$ cat config.mk
export PLATFORM = sky130hd
export DESIGN_NAME = rst_qualifier
export DESIGN_NICKNAME = d
export VERILOG_FILES = /design/src/rtl/rqs_pkg.sv /design/src/rtl/rqs_sync.sv /design/src/rtl/rqs_hold_counter.sv /design/src/rtl/rqs_seq.sv /design/src/rtl/rst_qualifier.sv
export SDC_FILE = /design/constraint.sdc
export NUM_CORES = 1
export LEC_CHECK = 0
export CORE_MARGIN = 5
export CORE_UTILIZATION = 35
export CTS_CLUSTER_DIAMETER = 40
export DETAILED_ROUTE_END_ITERATION = 8
export GPL_TIMING_DRIVEN = 0
export SLEW_MARGIN = 25
export SYNTH_ARGS = -nofsm -noshare
export SYNTH_HDL_FRONTEND = slang
export SYNTH_SLANG_ARGS = --single-unit
$ cat constraint.sdc
create_clock -name clk -period 4.7 [get_ports clk]
set_clock_uncertainty 0.15 [all_clocks]
set_input_delay 0.705 -clock clk [delete_from_list [all_inputs] [get_ports clk]]
set_output_delay 0.705 -clock clk [all_outputs]
set_load 0.005 [all_outputs]
$ cat src/rtl/rqs_pkg.sv
package rqs_pkg;

    // Result of comparing the next hold count against both thresholds.
    typedef struct packed {
        logic warm_hit;
        logic cold_hit;
    } hold_flags_t;

    function automatic int cnt_bits(input int lim);
        return $clog2(lim + 1);
    endfunction

    function automatic logic [31:0] sat_inc(input logic [31:0] v, input logic [31:0] lim);
        return (v >= lim) ? lim : v + 32'd1;
    endfunction

endpackage

$ cat src/rtl/rqs_sync.sv
module rqs_sync (
    input  logic clk,
    input  logic por,
    input  logic pin_n,
    output logic asserted
);
    logic s1, s2;

    always_ff @(posedge clk) begin
        if (por) begin
            s1 <= 1'b0;
            s2 <= 1'b0;
        end else begin
            s1 <= ~pin_n;
            s2 <= s1;
        end
    end

    assign asserted = s2;
endmodule

$ cat src/rtl/rqs_hold_counter.sv
module rqs_hold_counter #(
    parameter int COLD_HOLD = 2541,
    parameter int WARM_HOLD = 16
) (
    input  logic                      clk,
    input  logic                      por,
    input  logic                      asserted,
    output rqs_pkg::hold_flags_t      flags
);
    localparam int CW = rqs_pkg::cnt_bits(COLD_HOLD);

    logic [CW-1:0] cnt;
    logic [CW-1:0] cnt_nxt;

    always_comb begin
        cnt_nxt = CW'(rqs_pkg::sat_inc(32'(cnt), 32'(COLD_HOLD)));
        flags.warm_hit = asserted && (cnt_nxt >= CW'(WARM_HOLD));
        flags.cold_hit = asserted && (cnt_nxt >= CW'(COLD_HOLD));
    end

    always_ff @(posedge clk) begin
        if (por || !asserted) cnt <= '0;
        else                  cnt <= cnt_nxt;
    end

    p_cnt_sat_r10: assert property (@(posedge clk) disable iff (por)
        cnt <= CW'(COLD_HOLD));
endmodule

$ cat src/rtl/rqs_seq.sv
module rqs_seq (
    input  logic                 clk,
    input  logic                 por,
    input  logic                 asserted,
    input  rqs_pkg::hold_flags_t flags,
    output logic                 core_rst,
    output logic                 clk_ready,
    output logic                 cold
);
    logic armed;
    logic core_nxt, armed_nxt;

    always_comb begin
        core_nxt  = core_rst;
        armed_nxt = armed;
        if (asserted) begin
            if (cold ? flags.cold_hit : flags.warm_hit) armed_nxt = 1'b1;
            if (!cold && flags.warm_hit) core_nxt = 1'b1;
        end else if (armed) begin
            armed_nxt = 1'b0;
            core_nxt  = 1'b0;
        end
    end

    always_ff @(posedge clk) begin
        if (por) begin
            armed     <= 1'b0;
            core_rst  <= 1'b1;
            clk_ready <= 1'b0;
        end else begin
            armed     <= armed_nxt;
            core_rst  <= core_nxt;
            clk_ready <= !core_rst && !core_nxt;
        end
    end

    // Cold flag: set asynchronously by power-on, cleared once the long hold completes.
    always_ff @(posedge clk or posedge por) begin
        if (por)                              cold <= 1'b1;
        else if (cold && asserted && flags.cold_hit) cold <= 1'b0;
    end

    p_ready_after_release_r5: assert property (@(posedge clk) disable iff (por)
        $fell(core_rst) |=> clk_ready);
    p_ready_exclusive_r5: assert property (@(posedge clk) disable iff (por)
        clk_ready |-> !core_rst);
    p_cold_holds_reset_r7: assert property (@(posedge clk) disable iff (por)
        cold |-> core_rst);
    p_cold_clear_in_reset_r8: assert property (@(posedge clk) disable iff (por)
        $fell(cold) |-> core_rst);
    p_warm_entry_r3: assert property (@(posedge clk) disable iff (por)
        $rose(core_rst) |-> (!cold && $past(asserted)));
endmodule

$ cat src/rtl/rst_qualifier.sv
module rst_qualifier #(
    parameter int COLD_HOLD = 2541,
    parameter int WARM_HOLD = 16
) (
    input  logic clk,
    input  logic por,
    input  logic ext_rst_n,
    output logic core_rst,
    output logic clk_ready,
    output logic cold_start
);
    logic                 asserted;
    rqs_pkg::hold_flags_t flags;

    initial begin
        if (WARM_HOLD < 2 || WARM_HOLD >= COLD_HOLD)
            $error("rst_qualifier: need 2 <= WARM_HOLD < COLD_HOLD");
    end

    rqs_sync u_sync (
        .clk      (clk),
        .por      (por),
        .pin_n    (ext_rst_n),
        .asserted (asserted)
    );

    rqs_hold_counter #(.COLD_HOLD(COLD_HOLD), .WARM_HOLD(WARM_HOLD)) u_cnt (
        .clk      (clk),
        .por      (por),
        .asserted (asserted),
        .flags    (flags)
    );

    rqs_seq u_seq (
        .clk       (clk),
        .por       (por),
        .asserted  (asserted),
        .flags     (flags),
        .core_rst  (core_rst),
        .clk_ready (clk_ready),
        .cold      (cold_start)
    );
endmodule

# Word-level counts from Yosys, hierarchy flattened
# Index checks and enable logic that the tools add are counted.
dict set report totals {
  output_inout_bits 3
  regBits 18
  input_bits 3
}
dict set report op_classes {
  reduce_logical 12
  muxes 5
  addsub 1
  n_lt_le_gt_ge 3
  bitwise_logic 2
}
# operator count
set ops {}
lappend ops {{>= comparator 12 bit (second input constant)} 2}
lappend ops {{adder 12 x 1 -> 12 bit (second input constant)} 1}
lappend ops {{>= comparator 12 x 5 -> 1 bit (second input constant)} 1}
lappend ops {{2-to-1 mux 12 bit} 1}
lappend ops {{logical AND 1 bit} 6}
lappend ops {{zero test 1 bit} 4}
lappend ops {{2-to-1 mux 1 bit} 4}
lappend ops {{inverter 1 bit} 2}
lappend ops {{OR reduction 2 bit} 1}
lappend ops {{logical OR 1 bit} 1}

# Logic depth before layout (Yosys ltp)
dict set report depth {
  word_depth 9
  ltp_mapped 10
  mapped_depth_nobuf 9
}

# Cells and area by module
# Synthesis repeated with hierarchy kept, for this count alone.
dict set report hier_totals {
  cells_unflattened 110
  area_unflattened_um2 1007.2
}
# mod cells_each area_per_inst_um2 n_inst
set modules_own_cells {}
lappend modules_own_cells {rqs_hold_counter 93 814.5 1}
lappend modules_own_cells {rqs_seq 13 142.6 1}
lappend modules_own_cells {rqs_sync 4 50.0 1}

# Worst setup path before layout
# Ideal clock, no wire load.
dict set report synth_path {
  path_type {register to register}
  from {register u_cnt.cnt[0]}
  to {register u_seq.armed}
  setup_slack_ns 2.547
  arrival_time_ns 1.873
  stages_incl_launch_ff 10
  setup_ns 0.130
  synth_period_minus_slack_ns 2.153
  cell_sequence {dfxtp_1 -> ha_1 -> buf_2 -> nand3_4 -> nor2_1 -> or4b_1 -> nand3_2 -> nand3_2 -> o311ai_2 -> a31oi_1}
}
dict set report synth_via {
  elab_chain_len 5
  word_cells_on_any_way 8
}
# element line
set synth_rtl {}
lappend synth_rtl {{start, declared} rqs_hold_counter.sv:12} ;# logic [CW-1:0] cnt;
lappend synth_rtl {{start signal, assigned} rqs_hold_counter.sv:23} ;# else cnt <= cnt_nxt;
lappend synth_rtl {{adder 12 x 1 -> 12 bit or >= comparator 12 bit (tied branches)} rqs_pkg.sv:14} ;# return (v >= lim) ? lim : v + 32'd1;
lappend synth_rtl {{2-to-1 mux 12 bit *} rqs_pkg.sv:14}
lappend synth_rtl {{>= comparator 12 x 5 -> 1 bit or >= comparator 12 bit (tied branches)} {rqs_hold_counter.sv:17, rqs_hold_counter.sv:18}}
lappend synth_rtl {{logical AND 1 bit (on tied branches)} {rqs_hold_counter.sv:17, rqs_hold_counter.sv:18}}
lappend synth_rtl {{2-to-1 mux 1 bit *} rqs_seq.sv:17} ;# if (cold ? flags.cold_hit : flags.warm_hit) armed_nxt = 1'b1;
lappend synth_rtl {{end signal, assigned} rqs_seq.sv:31} ;# armed <= armed_nxt;
lappend synth_rtl {{end, declared} rqs_seq.sv:10} ;# logic armed;
# Mark *: on every way between the ends. The rest lies on a longest branch, timed or not.
# A chain may end at the register's enable or synchronous reset.

# Final worst setup path
dict set report layout_path {
  from {register u_cnt.cnt[0]}
  to {register u_seq.clk_ready}
}
dict set report layout_via {
  elab_chain_len 9
  word_cells_on_any_way 10
}
# element line
set layout_rtl {}
lappend layout_rtl {{adder 12 x 1 -> 12 bit or >= comparator 12 bit (tied branches)} rqs_pkg.sv:14}
lappend layout_rtl {{2-to-1 mux 12 bit *} rqs_pkg.sv:14}
lappend layout_rtl {{>= comparator 12 x 5 -> 1 bit *} rqs_hold_counter.sv:17} ;# flags.warm_hit = asserted && (cnt_nxt >= CW'(WARM_HOLD));
lappend layout_rtl {{logical AND 1 bit *} rqs_hold_counter.sv:17}
lappend layout_rtl {{logical AND 1 bit *} rqs_seq.sv:18} ;# if (!cold && flags.warm_hit) core_nxt = 1'b1;
lappend layout_rtl {{2-to-1 mux 1 bit *} rqs_seq.sv:18}
lappend layout_rtl {{2-to-1 mux 1 bit *} rqs_seq.sv:16} ;# if (asserted) begin
lappend layout_rtl {{zero test 1 bit *} rqs_seq.sv:33} ;# clk_ready <= !core_rst && !core_nxt;
lappend layout_rtl {{logical AND 1 bit *} rqs_seq.sv:33}
lappend layout_rtl {{end signal, assigned} rqs_seq.sv:33}
lappend layout_rtl {{end, declared} rqs_seq.sv:7} ;# output logic clk_ready,
# Marks and branches as above.

==> flow_metrics.py <==
metrics = {
    "power_and_ir_drop": {
        "switching_share_pct": 20.75,
        "power_density_nw_per_um2": 196.4,
        "p_leak_nw": 0.4427,
        "total_power_uw": 257.3,
        "p_int_uw": 203.9,
        "peakVddDrop_uv": 132.1,
        "p_comb_share_pct": 2.5,
        "clkPwrFrac_pct": 37.4,
        "p_seq_share_pct": 60.1,
        "switchingPower_uw": 53.39,
    },
    "cells_and_area": {
        "finish.utilization_pct": 39.89,
        "regArea_um2": 366.6,
        "multi_input_area_um2": 686.9,
        "fin_area_um2": 1310,
        "finalNonFillerCells": 193,
        "layout-drive-gt1-share_pct": 19.73,
        "area_growth_pct": 12.34,
        "num_antenna_cells": 0,
        "nets": 154,
        "num-fill-cells": 336,
    },
    "setup_path": {
        "r2r_start": "u_cnt.cnt[0]",
        "critPathCaptureType": "flip-flop",
        "cp_data_required_time_ns": 4.79,
        "r2r_slack_ns": 2.18,
        "crit_type": "reg -> reg",
        "timing.rr.end": "u_seq.clk_ready",
        "path_max_fanout": 10,
        "ff2ff_path_depth": 9,
        "arrival_ns": 2.61,
        "cp-start-kind": "flip-flop",
    },
    "place": {
        "numPortBuffers": 5,
        "pre_cts_ws_ns": 2.180,
        "post_dp_cell_area_um2": 1274,
        "placed_cells": 189,
        "finalWeightedCongestion": 0.8805,
        "dp_hpwl_um": 1759,
    },
    "synth": {
        "syn_area_um2": 1166,
        "yosys_warnings": 0,
        "ys_ff_latch": 18,
        "avgSynthCellArea_um2": 8.450,
        "async_flop_share_pct": 5.556,
        "syn_inst": 138,
        "synth_cell_types": 44,
        "synth-edff-count": 0,
        "ys_seq_area_share_pct": 31.44,
        "syn_nets": 144,
        "synth_flop_cell": "dfxtp_1",
    },
    "global_routing": {
        "grt_usage_pct": 11.73,
        "grt.overflow.total": 0,
        "grt_pass1_vias": 921,
        "grt_pass1_wl_um": 4126,
        "grt_max_degree": 11,
        "grt_antenna_before_repair": 0,
    },
    "timing": {
        "maxSlewHeadroom_pct": 73.47,
        "layout_setup_ws_ns": 2.180,
        "period_minus_slack_ns": 2.520,
        "worst_pin_slew_ns": 0.3956,
        "timing.fmax_ghz": 0.3968,
        "whs_ns": 0.2873,
        "fin_crit_sh_pct": 53.61,
        "rsz0062_at_grt": "false",
        "tns_ns": 0,
        "hold_violations": 0,
        "maxSlewViolCount": 0,
        "setup_violations": 0,
    },
    "drt": {
        "antenna_left": 0,
        "drtIter0Drc": 84,
        "drt_pass1_iterations": 4,
        "vias": 984,
        "wl_per_cell_um": 11.86,
        "routed_wl_um": 2289,
        "post-route-drc-count": 0,
        "viasPerCell": 5.098,
    },
    "floorplanning": {
        "io-pin-count": 6,
        "die-area_um2": 4586,
        "coreArea_um2": 3284,
        "die_x_um": 67.72,
        "start_util_pct": 35.50,
        "rows": 21,
        "dieHeight_um": 67.72,
    },
    "clock_network": {
        "cts_buffers": 3,
        "cts_num_sinks": 18,
        "cts_root_buffer": "clkbuf_4",
        "htreeDepth": 1,
        "clk_path_buf_depth": 2,
        "clk-insertion-delay-late_ns": 0.29,
        "cts_hold_buf": 0,
        "cts_resized": 0,
        "cts_tree": "yes",
        "cts_setup_buffers": 0,
        "path_clk_slew_ns": 0.10,
    },
    "worst_hold_path": {
        "hold_path_end": "u_seq.clk_ready",
        "timing.hold.worst.class": "reg -> reg",
        "holdCritStartpoint": "u_seq.core_rst",
        "hold_depth": 1,
    },
    "run_status": {
        "status": "finished clean",
    },
    "run": {
        "max_cap_viol_count": 0,
    },
}
==> final cells by class <==
cell class | instances | area share [%]
multi-input combinational | 103 | 52.44
sequential | 18 | 27.98
buffer | 9 | 6.304
tap | 46 | 4.393
timing repair buffer | 5 | 3.820
clock buffer | 4 | 2.770
inverter | 8 | 2.292
==> registers in the layout, indices dropped and copies added (netlist names) <==
register	flops
u_seq.clk_ready	1
u_seq.core_rst	1
u_seq.armed	1
u_sync.s1	1
u_sync.asserted	1
u_cnt.cnt	12
u_seq.cold	1
==> cell usage in the layout, fill, tap and decap left out, drive strengths merged, types with 2 or more instances in the layout <==
cell type / instances
dfxtp: 17
nor2: 13
a21oi: 12
nand3: 10
nand2: 8
inv: 8
clkbuf: 8
o21ai: 6
xnor2: 5
and2: 5
clkdlybuf4s50: 5
buf: 5
nand4: 4
nor3: 4
nor2b: 3
xor2: 3
nor4: 3
a31oi: 3
ha: 3
or2b: 2
nand2b: 2
and3: 2
==> cells by family (layout without fill, tap and decap cells) <==
logic type	Yosys count	after routing	synth area share, %
and+or+nand+nor	61	61	31.98
AOI/OAI and AO/OA	31	31	17.71
DFF	18	18	31.44
buffers and inverters	17	26	9.657
xor gates and xnor gates	8	8	6.009
adders and majority gates	3	3	3.219
==> metal layers <==
metal  vias up  global-route usage (%)  part of all wire [%]
li1        502                       -                     -
met1       460                   16.22                    49
met2        22                   18.35                    45
met3         0                   2.995                   5.3
met4         0                   2.278                     0
met5         -                       0                     0
==> worst max-delay path, cell delays in order, from the launching register on <==
cell      delay [ns]
dfxtp_1         0.47
ha_1            0.18
buf_2           0.22
nand3_4         0.13
nor3_1          0.32
nand3_1         0.12
a211oi_1        0.40
nand4_1         0.14
a21oi_1         0.18
nor2b_1         0.14
==> Yosys cell counts (all sizes together) (2+ instances only) <==
library cell | instances | area [µm²]
xor2 | 3 | 26.28
nand3 | 10 | 85.08
nand2b | 2 | 12.51
ha | 3 | 37.54
dfxtp | 17 | 340.3
and3 | 2 | 13.77
a21oi | 12 | 60.06
clkbuf | 4 | 48.80
nand2 | 8 | 30.03
nor3 | 4 | 31.28
or2b | 2 | 17.52
nand4 | 4 | 25.02
nor4 | 3 | 18.77
a31oi | 3 | 18.77
nor2 | 13 | 48.80
buf | 5 | 33.78
o21ai | 6 | 30.03
nor2b | 3 | 18.77
inv | 8 | 30.03
and2 | 5 | 31.28
xnor2 | 5 | 43.79
==> power groups by stage <==
stage	clock, mW	combinational [mW]	sequential, mW
final	0.0962	0.00655	0.155
after global routing	0.109	0.00782	0.155
after CTS	0.0996	0.00662	0.155
after detailed placement	0	0.00656	0.158
after global placement	0	0.00639	0.158
after floorplan	0	0.00350	0.158
==> worst max path at each step <==
stage	from	end	slack (ns)	depth (start not counted)
floorplan	u_cnt.cnt[0]	u_seq.armed	2.55	9
global placement	u_cnt.cnt[0]	u_seq.clk_ready	2.24	9
detailed placement	u_cnt.cnt[0]	u_seq.clk_ready	2.18	9
CTS	u_cnt.cnt[0]	u_seq.clk_ready	2.15	9
global route	u_cnt.cnt[0]	u_seq.clk_ready	1.86	9
finish	u_cnt.cnt[0]	u_seq.clk_ready	2.18	9
(Power assumes the default switching activity.)
